### config.mk
export PLATFORM = sky130hd
export DESIGN_NAME = clksyn_divcfg
export DESIGN_NICKNAME = d
export VERILOG_FILES = /design/src/rtl/clksyn_pkg.sv /design/src/rtl/clksyn_edge.sv /design/src/rtl/clksyn_cfg_regs.sv /design/src/rtl/clksyn_div_chain.sv /design/src/rtl/clksyn_divcfg.sv
export SDC_FILE = /design/constraint.sdc
export NUM_CORES = 1
export LEC_CHECK = 0
export CORE_MARGIN = 5
export CORE_UTILIZATION = 40
export DETAILED_ROUTE_END_ITERATION = 8
export PLACE_DENSITY = 0.72
export SLEW_MARGIN = 20
export SYNTH_ARGS = -nofsm -noshare
export SYNTH_HDL_FRONTEND = slang
export SYNTH_HIERARCHICAL = 1
export SYNTH_SLANG_ARGS = --single-unit
### constraint.sdc
create_clock -name clk -period 3.35 [get_ports clk]
set_input_delay 0.67 -clock clk [delete_from_list [all_inputs] [get_ports clk]]
set_output_delay 0.67 -clock clk [all_outputs]
set_load 0.1 [all_outputs]
### src/rtl/clksyn_pkg.sv
// Shared constants, test-select encoding and output ratio decode for the
// divider configuration block. Assumes a 3-bit output code and 2-bit test field.
package clksyn_pkg;
    localparam int N_W     = 3;
    localparam int T_W     = 2;
    localparam int RATIO_W = 5;

    typedef enum logic [T_W-1:0] {
        TSEL_SHIFT_LSB = 2'b00,
        TSEL_HIGH      = 2'b01,
        TSEL_REF       = 2'b10,
        TSEL_POST      = 2'b11
    } tsel_e;

    // Output code to ratio: codes 0..3 give 2..16, codes 4..7 give 1..8.
    function automatic logic [RATIO_W-1:0] div_ratio(input logic [N_W-1:0] code);
        logic [2:0] sh;
        sh = {1'b0, code[1:0]} + {2'b00, ~code[2]};
        return RATIO_W'(1) << sh;
    endfunction
endpackage

### src/rtl/clksyn_edge.sv
// Rising-edge detector for a vector of slow level inputs sampled on clk.
// Assumes each input is stable for at least one clk cycle per level.
module clksyn_edge #(
    parameter int W = 2
) (
    input  logic         clk,
    input  logic         rst_n,
    input  logic [W-1:0] lvl,
    output logic [W-1:0] rise
);
    logic [W-1:0] lvl_q;

    // Remember the previous sample of each level.
    always_ff @(posedge clk) begin
        if (!rst_n) lvl_q <= '0;
        else        lvl_q <= lvl;
    end

    for (genvar i = 0; i < W; i++) begin : g_bit
        assign rise[i] = lvl[i] & ~lvl_q[i];
    end
endmodule

### src/rtl/clksyn_cfg_regs.sv
// Serial shift register and the divider setting registers. A parallel rise
// has priority over a serial transfer in the same cycle. Assumes the strobes
// arrive as one-cycle rise pulses from the edge detector.
module clksyn_cfg_regs
    import clksyn_pkg::*;
#(
    parameter int M_WIDTH = 9
) (
    input  logic               clk,
    input  logic               rst_n,
    input  logic               par_rise,
    input  logic               ser_rise,
    input  logic               ser_mode,
    input  logic               ser_load,
    input  logic               ser_dat,
    input  logic [M_WIDTH-1:0] par_m,
    input  logic [N_W-1:0]     par_n,
    output logic [M_WIDTH-1:0] cfg_m,
    output logic [N_W-1:0]     cfg_n,
    output logic [T_W-1:0]     cfg_t,
    output logic               sr_lsb
);
    localparam int SR_W = T_W + N_W + M_WIDTH;

    logic [SR_W-1:0] sreg;

    // Shift one serial bit in at each serial clock rise, MSB first.
    always_ff @(posedge clk) begin
        if (!rst_n)        sreg <= '0;
        else if (ser_rise) sreg <= {sreg[SR_W-2:0], ser_dat};
    end

    // Load the settings from the parallel bus or the shift register.
    always_ff @(posedge clk) begin
        if (!rst_n) begin
            cfg_m <= '0;
            cfg_n <= '0;
            cfg_t <= '0;
        end else if (par_rise) begin
            cfg_m <= par_m;
            cfg_n <= par_n;
        end else if (ser_mode && ser_load) begin
            {cfg_t, cfg_n, cfg_m} <= sreg;
        end
    end

    assign sr_lsb = sreg[0];
endmodule

### src/rtl/clksyn_div_chain.sv
// Output divider chain: the primary output toggles every ratio ticks, and the
// secondary output toggles once per POST_DIV primary toggles. clr is the
// functional master reset. Assumes ratio >= 1 and POST_DIV >= 2.
module clksyn_div_chain
    import clksyn_pkg::*;
#(
    parameter int POST_DIV = 16
) (
    input  logic               clk,
    input  logic               rst_n,
    input  logic               clr,
    input  logic               tick,
    input  logic [RATIO_W-1:0] ratio,
    output logic               out0,
    output logic               out1
);
    localparam int PW = (POST_DIV > 2) ? $clog2(POST_DIV) : 1;

    logic [RATIO_W-1:0] hcnt;
    logic [PW-1:0]      pcnt;
    logic               term;

    // The compare is >= so that a lower new ratio cannot overrun the count.
    assign term = tick && (hcnt >= (ratio - RATIO_W'(1)));

    // Primary half-period counter and output.
    always_ff @(posedge clk) begin
        if (!rst_n || clr) begin
            hcnt <= '0;
            out0 <= 1'b0;
        end else if (term) begin
            hcnt <= '0;
            out0 <= ~out0;
        end else if (tick) begin
            hcnt <= hcnt + RATIO_W'(1);
        end
    end

    // Post-divider counts primary toggles and toggles the secondary output.
    always_ff @(posedge clk) begin
        if (!rst_n || clr) begin
            pcnt <= '0;
            out1 <= 1'b0;
        end else if (term) begin
            if (pcnt == PW'(POST_DIV - 1)) begin
                pcnt <= '0;
                out1 <= ~out1;
            end else begin
                pcnt <= pcnt + PW'(1);
            end
        end
    end
endmodule

### src/rtl/clksyn_divcfg.sv
// Top of the divider configuration block: strobe edge detection, setting
// registers, tick source select, output chain and test output select.
// Assumes all inputs are synchronous to clk or slow enough to be sampled.
module clksyn_divcfg
    import clksyn_pkg::*;
#(
    parameter int M_WIDTH  = 9,
    parameter int POST_DIV = 16
) (
    input  logic               clk,
    input  logic               rst_n,
    input  logic               par_load,
    input  logic [M_WIDTH-1:0] par_m,
    input  logic [N_W-1:0]     par_n,
    input  logic               ser_clk,
    input  logic               ser_dat,
    input  logic               ser_load,
    input  logic               mreset,
    input  logic               pll_sel,
    input  logic               vco_tick,
    input  logic               ref_tick,
    output logic [M_WIDTH-1:0] cfg_m,
    output logic [N_W-1:0]     cfg_n,
    output logic [T_W-1:0]     cfg_t,
    output logic               out0,
    output logic               out0_n,
    output logic               out1,
    output logic               out1_n,
    output logic               test_out
);
    logic [1:0] rise;
    logic       sr_lsb;
    logic       tick;
    logic       ref_div;

    clksyn_edge #(.W(2)) u_edge (
        .clk   (clk),
        .rst_n (rst_n),
        .lvl   ({ser_clk, par_load}),
        .rise  (rise)
    );

    clksyn_cfg_regs #(.M_WIDTH(M_WIDTH)) u_regs (
        .clk      (clk),
        .rst_n    (rst_n),
        .par_rise (rise[0]),
        .ser_rise (rise[1]),
        .ser_mode (par_load),
        .ser_load (ser_load),
        .ser_dat  (ser_dat),
        .par_m    (par_m),
        .par_n    (par_n),
        .cfg_m    (cfg_m),
        .cfg_n    (cfg_n),
        .cfg_t    (cfg_t),
        .sr_lsb   (sr_lsb)
    );

    assign tick = pll_sel ? vco_tick : ref_tick;

    clksyn_div_chain #(.POST_DIV(POST_DIV)) u_chain (
        .clk   (clk),
        .rst_n (rst_n),
        .clr   (mreset),
        .tick  (tick),
        .ratio (div_ratio(cfg_n)),
        .out0  (out0),
        .out1  (out1)
    );

    // Reference toggle flop used as a test source.
    always_ff @(posedge clk) begin
        if (!rst_n || mreset) ref_div <= 1'b0;
        else if (ref_tick)    ref_div <= ~ref_div;
    end

    assign out0_n = ~out0;
    assign out1_n = ~out1;

    // Test output source select; forced low in parallel mode.
    always_comb begin
        test_out = 1'b0;
        if (par_load) begin
            case (tsel_e'(cfg_t))
                TSEL_SHIFT_LSB: test_out = sr_lsb;
                TSEL_HIGH:      test_out = 1'b1;
                TSEL_REF:       test_out = ref_div;
                TSEL_POST:      test_out = out1;
                default:        test_out = 1'b0;
            endcase
        end
    end
endmodule

==> results of run 1 <==
sequential cells by signal, summed over array words and instances (netlist names):
register,cells
u_regs/sreg,14
u_chain/out1,1
u_chain/hcnt,5
u_regs/cfg_t,2
ref_div,1
u_regs/cfg_m,9
u_chain/pcnt,4
u_chain/out0,1
u_edge/lvl_q,2
u_regs/cfg_n,3
final cells by class:
class | instances | area (um2)
clock inverters | 3 | 68.8
inverters | 6 | 22.5
well taps | 72 | 90.1
multi-input cells | 166 | 1280
clock buffers | 5 | 68.8
fillers | 537 | 2690
repair buffers | 44 | 408
flip-flops and latches | 42 | 841
layer usage:
metal	up-vias	GRT usage [%]
met2	36	21.4
li1	883	-
met3	7	3.83
met4	0	4.17
met5	-	0
met1	784	16.3
final timing paths:
kind / to / slack [ns] / cells past startpoint
max: u_chain/pcnt[1] / 0.50 / 12
max reg2reg: u_chain/pcnt[1] / 0.50 / 12
min: u_regs/cfg_t[1] / 0.46 / 2
min reg2reg: u_regs/cfg_t[1] / 0.46 / 2
cells in the mapped netlist, types with 3 or more instances:
cell	count
a21boi_0	6
a21boi_1	6
a21o_1	3
and3_1	8
and3_2	5
buf_2	4
buf_4	4
clkbuf_1	3
dfxtp_1	42
ha_1	10
inv_1	6
mux2i_1	23
nand2_1	14
nand2b_1	18
nand3_1	4
nand4_1	4
nor2b_1	15
nor3_1	7
nor3b_1	5
o311a_1	12
xnor2_1	5
xor2_1	3
critical path, cell delays in order (launching register included):
cell     delay (ns)
dfxtp_1        0.35
inv_1          0.06
ha_1           0.18
ha_1           0.32
nor3b_1        0.27
inv_1          0.08
ha_1           0.21
nor3b_1        0.15
xnor2_1        0.15
ha_1           0.33
nand3_1        0.15
o21ai_4        0.31
mux2i_1        0.22
through the flow:
| step | instances | power (mW) | area, um2 | hold slack, ns |
|---|---|---|---|---|
| after floorplan | 227 | 0.757 | 2230 | 0.437 |
| after global placement | 330 | 0.825 | 2650 | 0.449 |
| after detailed placement | 330 | 0.828 | 2650 | 0.469 |
| after CTS | 338 | 1.31 | 2780 | 0.468 |
| after global routing | 338 | 1.36 | 2780 | 0.481 |
| final | 338 | 1.29 | 2780 | 0.462 |
report_power, final:
| group | total [mW] | internal [mW] | switching (mW) |
|---|---|---|---|
| Clock | 0.477 | 0.299 | 0.179 |
| Sequential | 0.525 | 0.515 | 0.0107 |
| Combinational | 0.291 | 0.110 | 0.180 |
logic make-up after synthesis:
family | Yosys count | synth area share [%]
xor gates and xnor gates | 8 | 3.15
muxes | 24 | 10.8
buffers and inverters | 19 | 4.61
DFF | 42 | 37.8
AOI/OAI and AO/OA | 35 | 13.4
and+or+nand+nor | 89 | 24.7
adders and majority gates | 10 | 5.62
==> flow_summary.toml, run 1 <==
[logic_synthesis]
yosys_warnings = 6
synth_top_area_share_pct = 37.8
synth.area.top_cells = "dfxtp_1 (38%), mux2i_1 (10%), ha_1 (5.6%), o311a_1 (5.4%), nand2b_1 (5.1%)"
synth-seq-cells = 42
synth-edff-count = 0
async_reset_ff_share_pct = 0
syn_inst = 227
synth_area_um2 = 2230
synth_top_area_cell = "dfxtp_1"
seq_area_frac_synth_pct = 37.8
synth_area_per_cell_um2 = 9.81
ys_types = 38
synthesis.nets = 259
synth_flop_cell = "dfxtp_1"

[floorplan]
num_rows = 27
start_util_pct = 40.7
die_h_um = 84.6
placeableCoreArea_um2 = 5470
dieArea_um2 = 7160
die-width_um = 84.6
ios = 41

[timing]
max_freq_ghz = 0.351
setup_ws_ns = 0.504
relSlewSlack_pct = 35.1
rsz0062_at_grt = "false"
worstMarginPinSlew_ns = 0.971
hold_viol = 0
worst_clock_skew_ns = 0.00905
maxSlewViolCount = 0
min_period_ns = 2.85
finalSetupTns_ns = 0
setup_viol = 0
post-route-period-util_pct = 85.0

[grt]
antenna_found_initial = 0
overflow = 0
first_global_vias = 1683
grt_usage_pct = 13.0
grt_max_degree = 36
grt_pass1_wl_mm = 7.78

[detailed_routing]
drc = 0
vias = 1710
route.met3.wl_um = 234
drt-met1-wl_mm = 2.16
drtIter0Drc = 91
drt_pass1_iterations = 4
routed_wl_mm = 4.56
route.met2.wl_mm = 2.11
top_layer_used = "met4"
wire_per_inst_um = 13.5
ant_nets = 0
drt-vias-per-instance = 5.06

[worst_setup_path]
crit_type = "reg2reg"
r2r_start = "u_regs/cfg_n[2]"
cp.arrival_ns = 3.07
worstSetupStartpointType = "register"
crit_path_start = "u_regs/cfg_n[2]"
cp.required_ns = 3.57
worst_setup_path_end_kind = "register"
worstPathMaxFanout = 9

[placement]
port_buffers = 40
dp_hpwl_mm = 3.14
place.gp.congestion = 0.770
place_ws_ns = 0.527

[run]
cap_violations = 0

[cells_and_area]
final_util_pct = 50.8
area_growth_pct = 24.9
layout_commonest_cell = "dfxtp_1"
antenna_cells = 0
final_cell_mix = "dfxtp_1 (42), clkdlybuf4s50_1 (26), mux2i_1 (23)"
drive_gt1_share_pct = 13.9
final_nets = 297

[cts]
cts_setup_buffers = 0
tritoncts = "built"
clockRootBuffer = "clkbuf_8"
clk_path_buf_depth = 2
cts_buffers = 5
postCtsResizedCells = 0
clkSlewWorstSetupHoldPaths_ns = 0.09
hold_buffers = 0
numClockSinks = 42
h-tree-depth = 2
clk_latency_ns = 0.30

[pwr]
p_leak_nw = 1.16
powerDensity_nw_per_um2 = 465
peakVddDrop_uv = 170

[hold_path]
holdCritStartpoint = "u_regs/sreg[13]"
hp-class = "reg2reg"

[run_status]
status = "finished, final reports clean"
Note: power is estimated with default switching activity, not from simulation.
==> run 2, diff against run 1 <==
Clock period 3.35 ns to 2.92 ns, I/O delays scaled along.
==> run 2 against run 1 <==
Sequential power is 15% higher. Combinational power rose by 24%. Clock skew shrank 0.0015 ns. Register-to-register slack worse by 0.25 ns. Worst setup slack worse by 0.25 ns. Sequential cell count unchanged. Worst hold slack better by 0.0061 ns. Global-route usage decreased by 0.055 points. Count of clock-buffer cells in the layout up 1. Sequential share of layout area increased by 0.062 points. Critical endpoint is now u_chain/out1. Highest routed layer unchanged.
==> flow_summary.toml, run 2 (synthesized netlist as in run 1, its figures left out) <==
[pwr]
peakVddDrop_uv = 253
clkPwrFrac_pct = 27.5
switchingPower_mw = 0.429
p_leak_nw = 1.17
powerDensity_nw_per_um2 = 475
swShare_pct = 32.3
p_int_mw = 0.899
p_comb_share_pct = 27.1
p_seq_share_pct = 45.4

[floorplan]
dieArea_um2 = 7160
placeableCoreArea_um2 = 5470
num_rows = 27
start_util_pct = 40.7
die-width_um = 84.6
ios = 41
die_h_um = 84.6

[cts]
clkSlewWorstSetupHoldPaths_ns = 0.08
tritoncts = "built"
clk_path_buf_depth = 2
clockRootBuffer = "clkbuf_8"
h-tree-depth = 2
hold_buffers = 0
numClockSinks = 42
clk_latency_ns = 0.29
cts_buffers = 5

[timing]
worst_clock_skew_ns = 0.00758
finalSetupTns_ns = 0
worstMarginPinSlew_ns = 0.739
min_period_ns = 2.67
maxSlewViolCount = 0
setup_ws_ns = 0.251
max_freq_ghz = 0.375
post-route-period-util_pct = 91.4
setup_viol = 0
relSlewSlack_pct = 50.6
hold_viol = 0

[detailed_routing]
routed_wl_mm = 4.43
drc = 0
wire_per_inst_um = 13.0
drtIter0Drc = 73
vias = 1724
ant_nets = 0
drt-vias-per-instance = 5.06
drt_pass1_iterations = 4

[cells_and_area]
final_cell_mix = "dfxtp_1 (39), buf_4 (24), mux2i_1 (23)"
largest_reg_flops = 14
layout_commonest_cell = "dfxtp_1"
drive_gt1_share_pct = 20.1
design_area_um2 = 2800
final_nets = 300
largest-register = "u_regs/sreg"
final_util_pct = 51.1
reg_top3 = "u_regs/sreg: 14 flops, u_regs/cfg_m: 9 flops, u_chain/hcnt: 5 flops"
antenna_cells = 0
area_growth_pct = 25.6

[worst_setup_path]
cp.required_ns = 3.10
worst_setup_path_end_kind = "register"
worstSetupStartpointType = "register"
crit_type = "reg2reg"
worstPathMaxFanout = 5
cp.arrival_ns = 2.85

[placement]
place_ws_ns = 0.128
post_dp_cell_area_um2 = 2640
port_buffers = 40
dp_hpwl_mm = 3.03
place.gp.congestion = 0.755

[grt]
first_global_vias = 1705
grt_usage_pct = 13.0
antenna_found_initial = 0
grt_max_degree = 34
grt_pass1_wl_mm = 7.71
overflow = 0

[run_status]
status = "finished, final reports clean"

[run]
cap_violations = 0

[hold_path]
hp-class = "reg2reg"
run 2: metrics by stage:
stage / cells / hold slack, ns / power, mW
4_1_cts: 338 / 0.471 / 1.32
6_report: 341 / 0.468 / 1.33
5_1_grt: 341 / 0.507 / 1.39
3_3_place_gp: 330 / 0.452 / 0.944
3_5_place_dp: 330 / 0.456 / 0.946
2_1_floorplan: 227 / 0.437 / 0.869
run 2: per-layer routing:
metal / vias up / share of wire [%] / track usage [%] / wire length [um]
met4: 0 / 1.7 / 5.61 / 76
met2: 35 / 42 / 19.6 / 1880
met5: - / 0 / 0 / 0
met3: 8 / 6.0 / 4.42 / 264
met1: 790 / 50 / 16.8 / 2210
li1: 891 / - / - / -
run 2: worst paths after layout:
| path | startpoint | endpoint | slack (ns) | cells past startpoint |
|---|---|---|---|---|
| setup / recovery | u_regs/cfg_n[2] | u_chain/out1 | 0.25 | 14 |
| hold / removal | u_chain/pcnt[3] | u_chain/pcnt[3] | 0.47 | 2 |
| setup reg to reg | u_regs/cfg_n[2] | u_chain/out1 | 0.25 | 14 |
| hold reg to reg | u_chain/pcnt[3] | u_chain/pcnt[3] | 0.47 | 2 |
run 2: area by class of cell:
class	instances	area (um2)
clock inverter	2	13.8
sequential	42	847
inverter	6	22.5
multi-input combinational	167	1340
tap	72	90.1
clock buffer	6	72.6
timing repair buffer	46	410
fill	524	2680
run 2: what timing repair did:
action / 4_1_cts / 5_1_grt
endpoints found under the setup margin: 0 / 11
resized for setup: 0 / 7
buffers inserted: 0 / 2
run 2: power by group through the flow:
stage	clock network (mW)	registers (mW)	logic, mW
floorplan	0	0.704	0.165
global placement	0	0.616	0.328
detailed placement	0	0.616	0.330
CTS	0.382	0.603	0.332
global route	0.402	0.606	0.386
finish	0.366	0.603	0.360
run 2: worst max-delay path, cell delays in order (launching register included):
cell and delay, ns:
dfxtp_4 0.35, inv_1 0.04, ha_1 0.20, ha_4 0.24, nor3_2 0.17, inv_1 0.09
ha_1 0.22, nor3b_1 0.15, xnor2_1 0.15, ha_1 0.34, a21o_1 0.21, buf_4 0.14
nand3_1 0.09, o21ai_2 0.07, mux2i_1 0.12
